===== config.mk =====
export PLATFORM = sky130hd
export DESIGN_NAME = csc_matrix
export DESIGN_NICKNAME = d
export VERILOG_FILES = /design/src/rtl/csc_pkg.sv /design/src/rtl/csc_coef_bank.sv /design/src/rtl/csc_channel.sv /design/src/rtl/csc_sideband_delay.sv /design/src/rtl/csc_matrix.sv
export SDC_FILE = /design/constraint.sdc
export NUM_CORES = 2
export LEC_CHECK = 0
export BUFFER_PORTS_ARGS = -buffer_cell sky130_fd_sc_hd__buf_4
export CAP_MARGIN = 15
export CELL_PAD_IN_SITES_DETAIL_PLACEMENT = 2
export CELL_PAD_IN_SITES_GLOBAL_PLACEMENT = 2
export CORE_MARGIN = 4
export CORE_UTILIZATION = 46
export DETAILED_ROUTE_END_ITERATION = 10
export PLACE_DENSITY_LB_ADDON = 0.1
export SLEW_MARGIN = 0
export SYNTH_ARGS = -nofsm -noshare
export SYNTH_HDL_FRONTEND = slang
export SYNTH_SLANG_ARGS = --single-unit

===== constraint.sdc =====
create_clock -name clk -period 10.8 [get_ports clk]
set_input_delay 2.16 -clock clk [delete_from_list [all_inputs] [get_ports clk]]
set_output_delay 2.16 -clock clk [all_outputs]
set_load 0.05 [all_outputs]

===== src/rtl/csc_pkg.sv =====
// Shared constants and helpers for the colour space converter.
// Assumes a fixed three-stage pipeline; LAT_STAGES must match the datapath.
package csc_pkg;
    localparam int PIX_W      = 12;
    localparam int COEF_W     = 13;
    localparam int FRAC_W     = 12;
    localparam int N_CH       = 3;
    localparam int N_TERM     = 4;
    localparam int LAT_STAGES = 3;

    typedef enum logic [1:0] {
        GAIN_X1     = 2'd0,
        GAIN_X2     = 2'd1,
        GAIN_X4     = 2'd2,
        GAIN_X1_ALT = 2'd3
    } gain_e;

    // Map a gain selection to a left-shift amount; the spare code acts as x1.
    function automatic logic [1:0] gain_to_shift(input logic [1:0] sel);
        case (gain_e'(sel))
            GAIN_X2: return 2'd1;
            GAIN_X4: return 2'd2;
            default: return 2'd0;
        endcase
    endfunction
endpackage


===== src/rtl/csc_coef_bank.sv =====
// Coefficient storage: N_CH*N_TERM signed words loaded one per write.
// Assumes the address is 4*channel + term. Addresses past the last entry are
// dropped. Contents clear to zero on reset.
module csc_coef_bank #(
    parameter int COEF_W = 13,
    parameter int N_CH   = 3,
    parameter int N_TERM = 4,
    localparam int N_ENT = N_CH * N_TERM,
    localparam int AW    = $clog2(N_ENT)
) (
    input  logic                    clk,
    input  logic                    rst_n,
    input  logic                    wr_en,
    input  logic [AW-1:0]           wr_addr,
    input  logic [COEF_W-1:0]       wr_data,
    output logic [N_ENT*COEF_W-1:0] coef_flat
);
    logic [COEF_W-1:0] ent_q [N_ENT];

    for (genvar e = 0; e < N_ENT; e++) begin : g_ent
        // Load this entry when its address is written.
        always_ff @(posedge clk) begin
            if (!rst_n)
                ent_q[e] <= '0;
            else if (wr_en && wr_addr == AW'(e))
                ent_q[e] <= wr_data;
        end
        assign coef_flat[e*COEF_W +: COEF_W] = ent_q[e];
    end

    // Writes outside the populated range leave storage untouched.
    assert_ignore_addr_R7: assert property (@(posedge clk) disable iff (!rst_n)
        (wr_en && int'(wr_addr) >= N_ENT) |=> $stable(coef_flat));

    // Reset clears every coefficient.
    assert_reset_clear_R8: assert property (@(posedge clk)
        !rst_n |=> (coef_flat == '0));
endmodule


===== src/rtl/csc_channel.sv =====
// One output channel. It forms three signed products, sums them, rescales by
// 2^-FRAC_W with round toward minus infinity, adds the offset, applies the
// power-of-two gain and clamps to 0..2^PIX_W-1.
// Assumes unsigned pixel inputs. Three register stages, no stall.
module csc_channel #(
    parameter int PIX_W  = 12,
    parameter int COEF_W = 13,
    parameter int FRAC_W = 12
) (
    input  logic                     clk,
    input  logic                     rst_n,
    input  logic [PIX_W-1:0]         pix_a,
    input  logic [PIX_W-1:0]         pix_b,
    input  logic [PIX_W-1:0]         pix_c,
    input  logic signed [COEF_W-1:0] k_a,
    input  logic signed [COEF_W-1:0] k_b,
    input  logic signed [COEF_W-1:0] k_c,
    input  logic signed [COEF_W-1:0] k_off,
    input  logic [1:0]               gain_sel,
    output logic [PIX_W-1:0]         res
);
    import csc_pkg::gain_to_shift;

    localparam int PROD_W  = COEF_W + PIX_W + 1;
    localparam int SUM_W   = PROD_W + 2;
    localparam int SCL_W   = SUM_W - FRAC_W;
    localparam int OFS_W   = ((SCL_W > COEF_W) ? SCL_W : COEF_W) + 1;
    localparam int GAIN_W  = OFS_W + 2;
    localparam int MAX_OUT = (1 << PIX_W) - 1;

    logic [PIX_W-1:0]         pix_v [3];
    logic signed [COEF_W-1:0] k_v   [3];
    logic signed [PROD_W-1:0] prod_q [3];
    logic signed [COEF_W-1:0] koff_q;
    logic [1:0]               sh1_q, sh2_q;
    logic signed [SUM_W-1:0]  sum_c;
    logic signed [SCL_W-1:0]  scl_c;
    logic signed [OFS_W-1:0]  ofs_c, ofs_q;
    logic signed [GAIN_W-1:0] gn_c;
    logic [PIX_W-1:0]         clip_c, res_q;

    // Gather the three operand pairs for the product loop.
    always_comb begin
        pix_v[0] = pix_a;  k_v[0] = k_a;
        pix_v[1] = pix_b;  k_v[1] = k_b;
        pix_v[2] = pix_c;  k_v[2] = k_c;
    end

    // Stage 1: register the products, the offset and the gain shift.
    always_ff @(posedge clk) begin
        if (!rst_n) begin
            for (int i = 0; i < 3; i++) prod_q[i] <= '0;
            koff_q <= '0;
            sh1_q  <= '0;
        end else begin
            for (int i = 0; i < 3; i++)
                prod_q[i] <= PROD_W'(k_v[i]) * PROD_W'($signed({1'b0, pix_v[i]}));
            koff_q <= k_off;
            sh1_q  <= gain_to_shift(gain_sel);
        end
    end

    // Sum with guard bits, drop the fraction (floor) and add the offset.
    always_comb begin
        sum_c = SUM_W'(prod_q[0]) + SUM_W'(prod_q[1]) + SUM_W'(prod_q[2]);
        scl_c = sum_c[SUM_W-1:FRAC_W];
        ofs_c = OFS_W'(scl_c) + OFS_W'(koff_q);
    end

    // Stage 2: register the offset-corrected sum and carry the shift.
    always_ff @(posedge clk) begin
        if (!rst_n) begin
            ofs_q <= '0;
            sh2_q <= '0;
        end else begin
            ofs_q <= ofs_c;
            sh2_q <= sh1_q;
        end
    end

    // Apply the gain and clamp into the output range.
    always_comb begin
        gn_c = GAIN_W'(ofs_q) <<< sh2_q;
        if (gn_c[GAIN_W-1])
            clip_c = '0;
        else if (|gn_c[GAIN_W-2:PIX_W])
            clip_c = '1;
        else
            clip_c = gn_c[PIX_W-1:0];
    end

    // Stage 3: register the final component.
    always_ff @(posedge clk) begin
        if (!rst_n) res_q <= '0;
        else        res_q <= clip_c;
    end

    assign res = res_q;

    // Negative sums leave as zero whatever the gain.
    assert_clamp_low_R4: assert property (@(posedge clk) disable iff (!rst_n)
        (ofs_q < 0) |=> (res_q == '0));

    // Oversized sums leave as full scale.
    assert_clamp_high_R5: assert property (@(posedge clk) disable iff (!rst_n)
        (int'(ofs_q) > MAX_OUT) |=> (int'(res_q) == MAX_OUT));

    // The x4 gain multiplies small in-range sums by exactly four.
    assert_gain_x4_R3: assert property (@(posedge clk) disable iff (!rst_n)
        (sh2_q == 2'd2 && ofs_q >= 0 && int'(ofs_q) <= MAX_OUT / 4)
        |=> (int'(res_q) == 4 * int'($past(ofs_q))));
endmodule


===== src/rtl/csc_sideband_delay.sv =====
// Shift register that delays the sideband bits (valid, hsync) by DEPTH
// clocks so they match the datapath latency. Clears on reset.
module csc_sideband_delay #(
    parameter int W     = 2,
    parameter int DEPTH = 3
) (
    input  logic         clk,
    input  logic         rst_n,
    input  logic [W-1:0] d_in,
    output logic [W-1:0] d_out
);
    logic [W-1:0] stg_q [DEPTH];

    for (genvar s = 0; s < DEPTH; s++) begin : g_stg
        if (s == 0) begin : g_head
            // First stage takes the live sideband.
            always_ff @(posedge clk) begin
                if (!rst_n) stg_q[s] <= '0;
                else        stg_q[s] <= d_in;
            end
        end else begin : g_body
            // Later stages follow the previous one.
            always_ff @(posedge clk) begin
                if (!rst_n) stg_q[s] <= '0;
                else        stg_q[s] <= stg_q[s-1];
            end
        end
    end

    assign d_out = stg_q[DEPTH-1];
endmodule


===== src/rtl/csc_matrix.sv =====
// Top of the colour space converter. It holds the coefficient bank, three
// channel datapaths and a sideband delay of matching length.
// Assumes one pixel per clock with no back-pressure. Mode and coefficients
// are taken at the pixel's sampling edge.
module csc_matrix #(
    parameter int PIX_W  = csc_pkg::PIX_W,
    parameter int COEF_W = csc_pkg::COEF_W,
    parameter int FRAC_W = csc_pkg::FRAC_W,
    localparam int N_CH   = csc_pkg::N_CH,
    localparam int N_TERM = csc_pkg::N_TERM,
    localparam int AW     = $clog2(N_CH * N_TERM)
) (
    input  logic              clk,
    input  logic              rst_n,
    input  logic              in_valid,
    input  logic              in_hsync,
    input  logic [PIX_W-1:0]  in_c0,
    input  logic [PIX_W-1:0]  in_c1,
    input  logic [PIX_W-1:0]  in_c2,
    input  logic [1:0]        in_mode,
    input  logic              cfg_we,
    input  logic [AW-1:0]     cfg_addr,
    input  logic [COEF_W-1:0] cfg_data,
    output logic              out_valid,
    output logic              out_hsync,
    output logic [PIX_W-1:0]  out_c0,
    output logic [PIX_W-1:0]  out_c1,
    output logic [PIX_W-1:0]  out_c2
);
    logic [N_CH*N_TERM*COEF_W-1:0] coef_flat;
    logic [PIX_W-1:0]              res_v [N_CH];
    logic [1:0]                    side_out;

    csc_coef_bank #(.COEF_W(COEF_W), .N_CH(N_CH), .N_TERM(N_TERM)) u_bank (
        .clk       (clk),
        .rst_n     (rst_n),
        .wr_en     (cfg_we),
        .wr_addr   (cfg_addr),
        .wr_data   (cfg_data),
        .coef_flat (coef_flat)
    );

    for (genvar k = 0; k < N_CH; k++) begin : g_ch
        localparam int BASE = k * N_TERM * COEF_W;
        csc_channel #(.PIX_W(PIX_W), .COEF_W(COEF_W), .FRAC_W(FRAC_W)) u_ch (
            .clk      (clk),
            .rst_n    (rst_n),
            .pix_a    (in_c0),
            .pix_b    (in_c1),
            .pix_c    (in_c2),
            .k_a      ($signed(coef_flat[BASE + 0*COEF_W +: COEF_W])),
            .k_b      ($signed(coef_flat[BASE + 1*COEF_W +: COEF_W])),
            .k_c      ($signed(coef_flat[BASE + 2*COEF_W +: COEF_W])),
            .k_off    ($signed(coef_flat[BASE + 3*COEF_W +: COEF_W])),
            .gain_sel (in_mode),
            .res      (res_v[k])
        );
    end

    csc_sideband_delay #(.W(2), .DEPTH(csc_pkg::LAT_STAGES)) u_side (
        .clk   (clk),
        .rst_n (rst_n),
        .d_in  ({in_hsync, in_valid}),
        .d_out (side_out)
    );

    assign out_valid = side_out[0];
    assign out_hsync = side_out[1];
    assign out_c0    = res_v[0];
    assign out_c1    = res_v[1];
    assign out_c2    = res_v[2];

    // Cycles since reset, kept only so the alignment check never looks before reset.
    logic [1:0] warm_q;
    always_ff @(posedge clk) begin
        if (!rst_n)               warm_q <= '0;
        else if (warm_q != 2'd3)  warm_q <= warm_q + 2'd1;
    end

    // Sideband leaves exactly three edges after it was sampled.
    assert_side_align_R6: assert property (@(posedge clk) disable iff (!rst_n)
        (warm_q == 2'd3) |-> (out_valid == $past(in_valid, 3)
                              && out_hsync == $past(in_hsync, 3)));
endmodule


==> flow_summary.toml <==
[timing]
setup_tns_ns = 0
grt_setup_unrepaired = "no"
fin_worst_skew_ns = 0.0492
hold_slack_ns = 0.430
final_max_slew_viol_count = 0
setup_viol = 0
fmax_mhz = 128
relSlewSlack = 0.226
hold_viol = 0
timing.final.crit_share = 0.721
worstMarginPinSlew_ns = 1.15
min_period_ns = 7.79

[final_layout]
mostFrequentLayoutCells = "2092 x inv_1, 1410 x fa_1, 983 x and2_1"
final_common_cell = "inv_1"
utilization = 0.494
drive_gt1_frac = 0.0355
final_area_um2 = 81800
syn_to_final_growth_pct = 6.22
fin_nets = 10400

[floorplanning]
die_h_um = 417
coreArea_um2 = 166000
rows = 149
io_pins = 98
initial_core_util = 0.465
die_w_um = 417
dieArea_um2 = 174000

[worst_hold_path]
hold_path_end = "g_ch[1].u_ch.koff_q[7]$_SDFF_PN0_"
whs_path_depth = 1
min_from = "u_bank.ent_q[7][7]$_SDFFCE_PN0P_"
worst_hold_path_type = "flop to flop"

[worst_setup_path]
rrSetupSlack_ns = 4.25
cp-start-kind = "input port"
r2r_cells = 23
r2r_start = "g_ch[1].u_ch.prod_q[0][3]$_SDFF_PN0_"
critPathMaxFanout = 39
worstPathRequired_ns = 11.29
cp.buffers_inverters = 5
cp_common_cell = "fa_1"
worst_setup_path_end_kind = "flop"
slowest_delay_ns = 0.56
arrival_ns = 8.29
critical-path-slowest-cell = "fa_1"
cp_top_family = "adder cells"
worstPathCellList = "buf_4 > and2_1 > inv_1 > fa_1 > fa_1 > inv_1 > fa_1 > fa_1 > inv_1 > fa_1 > inv_1 > ha_1 > a21o_1 > a21oi_1 > o21bai_1 > a21oi_1 > nor3b_1 > a21oi_1 > a31o_1 > a21oi_1 > xnor2_1 > nor2_1"
timing.rr.end = "g_ch[1].u_ch.ofs_q[15]$_SDFF_PN0_"
criticalPathCategory = "input port to flop"

[routing]
dr.pass1.iters = 5
drc = 0
viasPerCell = 5.36
totalWireLength_mm = 263
post_drt_wl_per_cell_um = 25.1
vias = 56200
drt-initial-drc-count = 2968
final_antenna_net_count = 0

[placement]
port-buffer-count = 97
hpwlAfterDp_mm = 205
place_congestion = 0.886
place_area_um2 = 79300

[grt]
grt_pass1_vias = 67900
grtUsageTotal = 0.309
grt_pass1_wl_mm = 409
grt_max_degree = 85
antenna_found_initial = 24
grt-ovfl-total = 0

[yosys]
synth_flop_cell = "dfxtp_1"
netlist.top_cell.by_area = "fa_1"
syn_area_um2 = 77000
syn_avg_cell_area_um2 = 9.18
synth_top_area_frac = 0.367
yosysSeqAreaShare = 0.157
synth.area.top_cells = "fa_1 37%, ha_1 11%, inv_1 10%"
synth_fp_nets = 10500
synth_cells = 8384
synth_seq_cells = 526
ys_warn_count = 0
synth.distinct_cells = 78
synth_edf_count = 156
async_reset_ff_frac = 0

[clocking]
holdBufCountCts = 0
cts_resized = 0
htree_levels = 3
numClockSinks = 526
clock_latency_ns = 0.69
cts_tree = "done"
cts_setup_buffers = 0
cts.path.max_buffers = 3
root_buffer = "clkbuf_16"
clk_pin_slew_ns = 0.06
cts_buffers = 68

[run_status]
outcome = "complete, no violations"

[run]
drv_cap = 0
metal layers:
layer	global-route usage	vias up	share of wire
met4	0.139	4	0.049
li1	-	24500	-
met5	0	-	0.00010
met2	0.551	1217	0.51
met1	0.378	30000	0.40
met3	0.0321	472	0.039
Yosys cell counts (all sizes together), types with 5 or more instances:
master   number
nand2       793
o21ai       126
nand2b       42
nor2        327
o41ai         5
a2111oi      15
ha          675
inv        2093
nand4        13
clkbuf      335
mux2i        12
or2          14
xnor2       153
dfxtp       370
a21oi       226
nor3b        14
and2        983
a31oi        25
nor2b        48
edfxtp      156
buf           9
a21boi        9
o211ai       11
nand3        35
mux4         18
o21bai       21
fa         1410
nor3         71
and3         29
nand3b        8
o21a         41
o31ai        13
a21o         89
or3          11
a211oi       23
xor2        106
sequential cells by signal, summed over array words and instances, names as in the netlist:
| name | flops |
|---|---|
| g_ch.u_ch.sh1_q | 2 |
| g_ch.u_ch.ofs_q | 51 |
| u_bank.ent_q | 156 |
| g_ch.u_ch.res | 36 |
| u_side.stg_q | 6 |
| g_ch.u_ch.koff_q | 39 |
| g_ch.u_ch.sh2_q | 2 |
| g_ch.u_ch.prod_q | 234 |
worst register-to-register path, delay by kind of cell, from the launching register on:
family	cells	cell delay [ns]
buf+inv	2	0.14
fa+ha+maj	3	1.30
simple gates	6	0.83
compound gates	10	2.83
flops	1	0.32
xor+xnor	2	0.96
kinds of logic (layout without fill, tap and decap cells):
family	after synthesis	in the layout	share of synthesized area
AOI/OAI and AO/OA	645	645	0.0533
xor gates and xnor gates	259	259	0.0295
adders and majority gates	2085	2085	0.476
buffers and inverters	2437	2336	0.119
DFF	526	526	0.157
muxes	33	33	0.00727
other	0	28	0
and+or+nand+nor	2399	2399	0.157
area by class of cell:
cell class | count | area, um^2
antenna | 28 | 70.1
clock buffer | 89 | 1930
clock inverter | 36 | 422
fill | 17800 | 83800
inverter | 2093 | 7860
multi-input combinational | 5421 | 55800
sequential | 526 | 12100
tap | 2189 | 2740
timing repair buffer | 118 | 887
through the flow:
| stage | std cells | setup slack (ns) |
|---|---|---|
| floorplan | 8384 | 3.10 |
| global placement | 10300 | 2.68 |
| detailed placement | 10300 | 2.45 |
| CTS | 10500 | 3.10 |
| global route | 10500 | 2.73 |
| finish | 10500 | 3.01 |
worst max-delay path by stage:
stage / cells past startpoint / start / endpoint / slack, ns
floorplan: 22 / in_c0[1] / g_ch[0].u_ch.prod_q[0][25]$_SDFF_PN0_ / 3.10
global placement: 22 / in_c0[2] / g_ch[0].u_ch.prod_q[0][25]$_SDFF_PN0_ / 2.68
detailed placement: 22 / in_c0[2] / g_ch[0].u_ch.prod_q[0][25]$_SDFF_PN0_ / 2.45
CTS: 22 / in_c2[2] / g_ch[0].u_ch.prod_q[0][77]$_SDFF_PN0_ / 3.10
global route: 22 / in_c2[2] / g_ch[0].u_ch.prod_q[0][77]$_SDFF_PN0_ / 2.73
finish: 22 / in_c2[2] / g_ch[0].u_ch.prod_q[0][77]$_SDFF_PN0_ / 3.01
Power is left out: the tool's default activity adds up to more than one toggle a clock period on the data nets, which glitch-free logic cannot reach.
